==> config.mk <==
export PLATFORM = sky130hd
export DESIGN_NAME = i2crec_top
export DESIGN_NICKNAME = d
export VERILOG_FILES = /design/src/rtl/i2crec_pkg.sv /design/src/rtl/i2crec_dp.sv /design/src/rtl/i2crec_ctrl.sv /design/src/rtl/i2crec_top.sv
export SDC_FILE = /design/constraint.sdc
export NUM_CORES = 1
export LEC_CHECK = 0
export ABC_AREA = 1
export BUFFER_PORTS_ARGS = -buffer_cell sky130_fd_sc_hd__buf_2
export CAP_MARGIN = 10
export CORE_MARGIN = 2
export CORE_UTILIZATION = 35
export CTS_CLUSTER_DIAMETER = 120
export DETAILED_ROUTE_END_ITERATION = 8
export SLEW_MARGIN = 20
export SYNTH_ARGS = -nofsm -noshare
export SYNTH_HDL_FRONTEND = slang
export SYNTH_HIERARCHICAL = 1
export SYNTH_SLANG_ARGS = --single-unit
==> constraint.sdc <==
create_clock -name clk -period 2.6 [get_ports clk]
set_clock_uncertainty 0.1 [all_clocks]
set_input_delay 0 -clock clk [delete_from_list [all_inputs] [get_ports clk]]
set_output_delay 0 -clock clk [all_outputs]
set_load 0.03 [all_outputs]
==> src/rtl/i2crec_pkg.sv <==
package i2crec_pkg;

  typedef enum logic [1:0] {
    TM_HALF,
    TM_STRETCH,
    TM_US,
    TM_BUF
  } tsel_e;

  typedef struct packed {
    logic  clearFlags;
    logic  sampleSda;
    logic  checkIdle;
    logic  bumpCount;
    logic  sclLow;
    logic  sdaLow;
    logic  pulseDone;
    logic  timerLoad;
    tsel_e timerSel;
  } strobe_t;

  typedef struct packed {
    logic timerZero;
    logic lastPulse;
    logic sclHigh;
    logic seenHigh;
  } status_t;

endpackage

==> src/rtl/i2crec_dp.sv <==
module i2crec_dp
  import i2crec_pkg::*;
#(
  parameter int CLK_PER_US  = 4,
  parameter int HALF_CYC    = 8,
  parameter int STRETCH_CYC = 64,
  parameter int BUF_US      = 60,
  parameter int NUM_PULSES  = 9,
  parameter int SYNC_STAGES = 2
) (
  input  logic    clk,
  input  logic    rstN,
  input  strobe_t stb,
  input  logic    sclIn,
  input  logic    sdaIn,
  output status_t sts,
  output logic    sclDriveLow,
  output logic    sdaDriveLow,
  output logic    done,
  output logic    success,
  output logic    warnNotIdle
);

  localparam int BUF_CYC = BUF_US * CLK_PER_US;
  localparam int MAX_A   = (HALF_CYC > STRETCH_CYC) ? HALF_CYC : STRETCH_CYC;
  localparam int MAX_B   = (CLK_PER_US > BUF_CYC) ? CLK_PER_US : BUF_CYC;
  localparam int TMAX    = (MAX_A > MAX_B) ? MAX_A : MAX_B;
  localparam int TW      = $clog2(TMAX + 1);
  localparam int CW      = $clog2(NUM_PULSES + 1);

  logic          sclS;
  logic          sdaS;
  logic [TW-1:0] timer;
  logic [CW-1:0] pulseCnt;
  logic          seenHigh;

  // Input synchronizers; reset to the released (high) level.
  if (SYNC_STAGES > 1) begin : g_sync
    logic [SYNC_STAGES-1:0] sclPipe;
    logic [SYNC_STAGES-1:0] sdaPipe;
    always_ff @(posedge clk or negedge rstN) begin
      if (!rstN) begin
        sclPipe <= '1;
        sdaPipe <= '1;
      end else begin
        sclPipe <= {sclPipe[SYNC_STAGES-2:0], sclIn};
        sdaPipe <= {sdaPipe[SYNC_STAGES-2:0], sdaIn};
      end
    end
    assign sclS = sclPipe[SYNC_STAGES-1];
    assign sdaS = sdaPipe[SYNC_STAGES-1];
  end else begin : g_single
    logic sclQ;
    logic sdaQ;
    always_ff @(posedge clk or negedge rstN) begin
      if (!rstN) begin
        sclQ <= 1'b1;
        sdaQ <= 1'b1;
      end else begin
        sclQ <= sclIn;
        sdaQ <= sdaIn;
      end
    end
    assign sclS = sclQ;
    assign sdaS = sdaQ;
  end

  // Down-counting interval timer, loaded with length minus one.
  always_ff @(posedge clk or negedge rstN) begin
    if (!rstN) begin
      timer <= '0;
    end else if (stb.timerLoad) begin
      unique case (stb.timerSel)
        TM_HALF:    timer <= TW'(HALF_CYC - 1);
        TM_STRETCH: timer <= TW'(STRETCH_CYC - 1);
        TM_US:      timer <= TW'(CLK_PER_US - 1);
        default:    timer <= TW'(BUF_CYC - 1);
      endcase
    end else if (timer != '0) begin
      timer <= timer - 1'b1;
    end
  end

  always_ff @(posedge clk or negedge rstN) begin
    if (!rstN) begin
      pulseCnt    <= '0;
      seenHigh    <= 1'b0;
      warnNotIdle <= 1'b0;
      success     <= 1'b0;
      done        <= 1'b0;
      sclDriveLow <= 1'b0;
      sdaDriveLow <= 1'b0;
    end else begin
      sclDriveLow <= stb.sclLow;
      sdaDriveLow <= stb.sdaLow;
      done        <= stb.pulseDone;
      if (stb.clearFlags) begin
        pulseCnt    <= '0;
        seenHigh    <= 1'b0;
        warnNotIdle <= 1'b0;
        success     <= 1'b0;
      end else begin
        if (stb.bumpCount) pulseCnt <= pulseCnt + 1'b1;
        if (stb.sampleSda) seenHigh <= seenHigh | sdaS;
        if (stb.checkIdle) warnNotIdle <= !(sclS && sdaS);
        if (stb.pulseDone) success <= seenHigh;
      end
    end
  end

  assign sts.timerZero = (timer == '0);
  assign sts.lastPulse = (pulseCnt == CW'(NUM_PULSES - 1));
  assign sts.sclHigh   = sclS;
  assign sts.seenHigh  = seenHigh;

endmodule

==> src/rtl/i2crec_ctrl.sv <==
module i2crec_ctrl
  import i2crec_pkg::*;
(
  input  logic    clk,
  input  logic    rstN,
  input  logic    startReq,
  input  status_t sts,
  output strobe_t stb,
  output logic    busy
);

  typedef enum logic [3:0] {
    ST_IDLE,
    ST_RELEASE,
    ST_CLK_LOW,
    ST_CLK_RISE,
    ST_CLK_HIGH,
    ST_CHECK,
    ST_SETUP,
    ST_SDA_LOW,
    ST_BUS_FREE,
    ST_FINISH
  } state_e;

  state_e state;
  state_e nextState;

  always_ff @(posedge clk or negedge rstN) begin
    if (!rstN) state <= ST_IDLE;
    else       state <= nextState;
  end

  always_comb begin
    nextState    = state;
    stb          = '0;
    stb.timerSel = TM_HALF;
    unique case (state)
      ST_IDLE: begin
        if (startReq) begin
          stb.clearFlags = 1'b1;
          stb.timerLoad  = 1'b1;
          nextState      = ST_RELEASE;
        end
      end
      ST_RELEASE: begin
        if (sts.timerZero) begin
          stb.timerLoad = 1'b1;
          nextState     = ST_CLK_LOW;
        end
      end
      ST_CLK_LOW: begin
        stb.sclLow = 1'b1;
        if (sts.timerZero) begin
          stb.timerLoad = 1'b1;
          stb.timerSel  = TM_STRETCH;
          nextState     = ST_CLK_RISE;
        end
      end
      ST_CLK_RISE: begin
        if (sts.sclHigh || sts.timerZero) begin
          stb.sampleSda = 1'b1;
          stb.timerLoad = 1'b1;
          nextState     = ST_CLK_HIGH;
        end
      end
      ST_CLK_HIGH: begin
        if (sts.timerZero) begin
          stb.bumpCount = 1'b1;
          if (sts.lastPulse) begin
            nextState = ST_CHECK;
          end else begin
            stb.timerLoad = 1'b1;
            nextState     = ST_CLK_LOW;
          end
        end
      end
      ST_CHECK: begin
        if (sts.seenHigh) begin
          stb.checkIdle = 1'b1;
          stb.timerLoad = 1'b1;
          stb.timerSel  = TM_US;
          nextState     = ST_SETUP;
        end else begin
          nextState = ST_FINISH;
        end
      end
      ST_SETUP: begin
        if (sts.timerZero) begin
          stb.timerLoad = 1'b1;
          stb.timerSel  = TM_US;
          nextState     = ST_SDA_LOW;
        end
      end
      ST_SDA_LOW: begin
        stb.sdaLow = 1'b1;
        if (sts.timerZero) begin
          stb.timerLoad = 1'b1;
          stb.timerSel  = TM_BUF;
          nextState     = ST_BUS_FREE;
        end
      end
      ST_BUS_FREE: begin
        if (sts.timerZero) nextState = ST_FINISH;
      end
      default: begin
        stb.pulseDone = 1'b1;
        nextState     = ST_IDLE;
      end
    endcase
  end

  assign busy = (state != ST_IDLE);

endmodule

==> src/rtl/i2crec_top.sv <==
module i2crec_top
  import i2crec_pkg::*;
#(
  parameter int CLK_PER_US  = 4,
  parameter int HALF_CYC    = 8,
  parameter int STRETCH_CYC = 64,
  parameter int BUF_US      = 60,
  parameter int NUM_PULSES  = 9,
  parameter int SYNC_STAGES = 2
) (
  input  logic clk,
  input  logic rstN,
  input  logic startReq,
  input  logic sclIn,
  input  logic sdaIn,
  output logic sclDriveLow,
  output logic sdaDriveLow,
  output logic busy,
  output logic done,
  output logic success,
  output logic warnNotIdle
);

  strobe_t stb;
  status_t sts;

  i2crec_ctrl ctrl_i (
    .clk      (clk),
    .rstN     (rstN),
    .startReq (startReq),
    .sts      (sts),
    .stb      (stb),
    .busy     (busy)
  );

  i2crec_dp #(
    .CLK_PER_US  (CLK_PER_US),
    .HALF_CYC    (HALF_CYC),
    .STRETCH_CYC (STRETCH_CYC),
    .BUF_US      (BUF_US),
    .NUM_PULSES  (NUM_PULSES),
    .SYNC_STAGES (SYNC_STAGES)
  ) dp_i (
    .clk         (clk),
    .rstN        (rstN),
    .stb         (stb),
    .sclIn       (sclIn),
    .sdaIn       (sdaIn),
    .sts         (sts),
    .sclDriveLow (sclDriveLow),
    .sdaDriveLow (sdaDriveLow),
    .done        (done),
    .success     (success),
    .warnNotIdle (warnNotIdle)
  );

endmodule

After elaboration in Yosys (flattened, before gate mapping) --
Index checks and enable logic that the tools add are counted.
Storage, ports and cells: input bits 5, register bits after elaboration 26, output and inout port bits 6, logic and storage cells 89
Operators by class: $add $sub $neg 2, multiplexer cells 41, reductions and logical operators 14, equal/unequal tests 20, bitwise logic cells 1
Operators by type and width (number):
- $mux 4 | 11
- $pmux 4 s9 | 1
- $pmux 8 s3 | 1
- $mux 1 | 19
- $eq 4x3->1 const B | 4
- $mux 8 | 2
- $ne 2x1->1 const B | 8
- $mux 3 | 5
- $reduce_or 9->1 | 1
- $eq 4x2->1 const B | 2
- $eq 4x4->1 const B | 2
- $logic_not 8->1 | 1
- $pmux 1 s8 | 1
- $pmux 2 s4 | 1
- $reduce_and 8->1 | 1
- $reduce_bool 2->1 | 4
- $reduce_bool 8->1 | 1
- $sub 8x1->8 const B | 1
- $add 4x1->4 const B | 1
- $eq 4x1->1 const B | 1
- $logic_not 4->1 | 1
- $reduce_bool 4->1 | 1
- $eq 2x1->1 const B | 1
- $eq 2x2->1 const B | 1
- other kinds (6) | 6

Longest topological paths before layout --
depth in word-level cells 6, depth in mapped cells 12, gate-level depth less buffers 12

By module --
Netlist, hierarchy kept.
By module, submodules not included:
- i2crec_dp | times used 1, area each 1021.0 µm², cells each 117, sequential area each 555.5 µm²
- i2crec_ctrl | times used 1, area each 481.7 µm², cells each 82, sequential area each 100.1 µm²

Least setup slack after synthesis --
No wires, ideal clock.
path kind reg2reg, start reg dp_i.timer[0], end reg dp_i.pulseCnt[3], setup slack 0.554 ns, cell stages (with the launch flop) 11, library setup time 0.120 ns, path buffers 0, data required time 2.380 ns, data arrival time 1.826 ns, period minus slack after synthesis 2.046 ns, cell sequence dfrtp_1 > inv_1 > ha_1 > nand2_2 > nor2_4 > inv_1 > nor3_1 > nand2_1 > nor2_1 > and3_1 > nor3_1
RTL lines:
- start: declaration | line i2crec_dp.sv:33 | logic [TW-1:0] timer;
- start signal: assignment | line i2crec_dp.sv:74 | TM_HALF: timer <= TW'(HALF_CYC - 1);
- start signal: assignment | line i2crec_dp.sv:75 | TM_STRETCH: timer <= TW'(STRETCH_CYC - 1);
- start signal: assignment | line i2crec_dp.sv:76 | TM_US: timer <= TW'(CLK_PER_US - 1);
- end signal: assignment | line i2crec_dp.sv:103 | if (stb.bumpCount) pulseCnt <= pulseCnt + 1'b1;
- end: declaration | line i2crec_dp.sv:34 | logic [CW-1:0] pulseCnt;

==> results.py <==
metrics = {
    "run_status": {
        "status": "finished clean",
    },
    "clock_tree": {
        "root_buffer": "clkbuf_8",
        "cts_tree": "built",
        "h-tree-depth": 1,
        "clock_sinks": 26,
        "clk_pin_slew_worst_paths_ns": 0.10,
        "cts_buffer_depth": 2,
        "clock_latency_ns": 0.28,
        "cts_buffers": 3,
    },
    "synth": {
        "yosys.area_share.xor_xnor_pct": 0.5828,
        "yosys.area_share.adder_pct": 2.498,
        "yosysWarnings": 6,
        "synth_top_family_by_area": "simple AND/OR/NAND/NOR gates",
        "synth_top_cells_by_area": "dfrtp_1 (37%), nand2_1 (11%), dfstp_2 (7.0%), inv_1 (6.2%), nor2_1 (5.5%)",
        "syn_nets": 207,
        "muxShareOfSynthArea_pct": 0,
        "yosys.area_share.simple_pct": 35.30,
        "synth_cells": 199,
        "synth_top_area_share_pct": 36.64,
        "ys_seq_area_share_pct": 43.63,
        "netlist_area_mm2": 0.001503,
        "ys_types": 27,
        "synth_seq_cells": 26,
        "syn_avg_cell_area_um2": 7.551,
        "synth_compound_area_share_pct": 7.993,
        "synth_top_area_cell": "dfrtp_1",
    },
    "critical_path": {
        "cp-start-kind": "flip-flop",
        "arrival_ns": 2.40,
        "cp_max_fo": 7,
        "crit_path_end_kind": "flip-flop",
        "worstPathRequired_ns": 2.71,
        "crit_type": "flip-flop to flip-flop",
    },
    "placed_design": {
        "pre_cts_ws_ns": 0.3258,
        "placed_area_mm2": 0.001589,
        "dp_hpwl_mm": 2.180,
        "port_buffers": 10,
        "place.gp.congestion": 0.8938,
    },
    "global_routing": {
        "grt_pass1_vias": 1203,
        "grtUsageTotal_pct": 13.77,
        "grt_antenna_before_repair": 0,
        "grt_max_degree": 27,
        "gr-total-overflow": 0,
        "grt_pass1_wl_mm": 5.430,
    },
    "final_layout": {
        "diodes": 0,
        "postLayoutCellArea_mm2": 0.001674,
        "nNetsFinal": 223,
        "area_growth_pct": 11.41,
        "drive_above_1_share_pct": 21.96,
    },
    "job": {
        "cap_violations": 0,
    },
    "pwr": {
        "power.density_mw_per_mm2": 1103,
        "vdd_drop_max_uv": 371.6,
        "leakage_nw": 0.8885,
    },
    "floorplanning": {
        "die_h_um": 69.53,
        "start_util_pct": 37.03,
        "dieArea_mm2": 0.004834,
        "dieWidth_um": 69.53,
        "coreArea_mm2": 0.004058,
        "io_pins": 11,
        "num_rows": 23,
    },
    "route": {
        "dr.pass1.iters": 5,
        "drt_iter0_drc": 74,
        "wirelength_mm": 2.969,
        "wl_per_cell_um": 11.25,
        "avgViaCountPerCell": 4.682,
        "vias": 1236,
        "antenna_violating_nets_post_route": 0,
        "drc": 0,
    },
    "sta": {
        "tns_ns": 0,
        "finalSetupViolCount": 0,
        "max_slew.worst_pin.slew_ns": 0.5888,
        "final_max_slew_viol_count": 0,
        "fin_crit_ns": 2.296,
        "finalHoldViolations": 0,
        "timing.final.crit_share_pct": 88.32,
        "timing.final.ws_setup_ns": 0.3038,
        "slew_headroom_pct": 60.75,
        "max_freq_mhz": 435.5,
        "rsz0062_at_grt": "false",
    },
    "worst_hold_path": {
        "min_path_type": "primary input to asynchronous set/reset pin",
    },
}
## sequential cells by signal (all words and copies together), names as in the netlist
register and cells:
dp_i/success 1, dp_i/warnNotIdle 1, dp_i/done 1, dp_i/sclDriveLow 1, dp_i/timer 8, dp_i/g_sync.sdaPipe 2, dp_i/pulseCnt 4, ctrl_i/state 4
dp_i/sdaDriveLow 1, dp_i/seenHigh 1, dp_i/g_sync.sclPipe 2
## final timing paths
check                                                  from  slack, ns                               end  cells after the start
max                               dp_i/timer[0]$_DFFE_PN0P_       0.30      dp_i/pulseCnt[3]$_DFFE_PN0P_                     10
min                                                    rstN       0.16       ctrl_i/state[2]$_DFFE_PN0P_                      2
max reg2reg                       dp_i/timer[0]$_DFFE_PN0P_       0.30      dp_i/pulseCnt[3]$_DFFE_PN0P_                     10
min reg2reg                dp_i/g_sync.sdaPipe[0]$_DFF_PN1_       0.26  dp_i/g_sync.sdaPipe[1]$_DFF_PN1_                      0
max in group asynchronous                              rstN       1.85         dp_i/timer[0]$_DFFE_PN0P_                      2
min in group clk                                      sclIn       0.26  dp_i/g_sync.sclPipe[0]$_DFF_PN1_                      2
## cells by family after synthesis
family	Yosys count
AOI/OAI and AO/OA	23
xor gates and xnor gates	1
buffers and inverters	36
and+or+nand+nor	110
DFF	26
adders and majority gates	3
## repair_timing
item / in CTS / in global routing
setup buffers: 0 / 0
hold endpoints to repair: 27 / 0
hold buffers: 4 / 0
resized for setup: 0 / 0
## worst max-delay path, stage by stage, from the launching register on
cell and delay [ns]:
dfrtp_1 0.38, inv_1 0.11, ha_1 0.24, nand2_2 0.09
nor2_4 0.19, inv_1 0.14, nor3_1 0.46, nand2_1 0.14
nor2_1 0.14, a21oi_1 0.08, nor3_1 0.16
## placed cells by master, fill, tap and decap left out, types with 3 or more instances in the layout
cell           instances
nor3_1                 3
o21ai_0                6
nand3_2                3
nor2_2                 7
nand2_1               45
clkbuf_8               3
inv_1                 25
nand2_2                7
dlygate4sd3_1          4
buf_2                 10
nand3_1               14
ha_1                   3
inv_2                  8
a21oi_1               13
dfrtp_1               22
nor2_1                22
dfstp_2                4
## stage by stage
stage | hold WS [ns] | power [mW] | instances | util [%]
floorplan | -0.3956 | 1.424 | 199 | -
global placement | -0.05647 | 1.600 | 256 | 39.16
detailed placement | -0.05699 | 1.600 | 256 | 39.16
CTS | 0.1812 | 1.863 | 264 | 41.26
global route | 0.2276 | 2.033 | 264 | 41.26
finish | 0.1551 | 1.847 | 264 | 41.26
## power by group
part	switching [mW]	internal (mW)
logic	0.641	0.321
registers	0.116	0.525
clock network	0.135	0.110
## synth_stat cells
| master | instances |
|---|---|
| nand2_1 | 45 |
| inv_1 | 25 |
| dfrtp_1 | 22 |
| nor2_1 | 22 |
| nand3_1 | 14 |
| a21oi_1 | 13 |
| inv_2 | 8 |
| nand2_2 | 7 |
| nor2_2 | 7 |
| o21ai_0 | 6 |
| dfstp_2 | 4 |
| ha_1 | 3 |
| nand3_2 | 3 |
| nor3_1 | 3 |
| buf_4 | 2 |
| nand4_1 | 2 |
| nor2_4 | 2 |
| o21ai_1 | 2 |
| a21oi_2 | 1 |
| a31oi_1 | 1 |
| and3_1 | 1 |
| buf_6 | 1 |
| nand2_4 | 1 |
| nand3b_1 | 1 |
| nor3_2 | 1 |
| or2_0 | 1 |
| xor2_1 | 1 |
## area by class of cell
type / count / area, um2
timing repair buffer: 14 / 90.09
multi-input combinational: 137 / 696.9
inverter: 33 / 123.9
sequential: 26 / 655.6
tap: 50 / 62.56
fill: 421 / 2384
clock buffer: 4 / 45.04
## routing by layer
metal	GRT usage [%]	wire (um)
met5	0	0
met1	20.11	1554
met4	5.229	54
met3	2.326	105
met2	20.30	1255
Power figures use the tool's default switching activity.
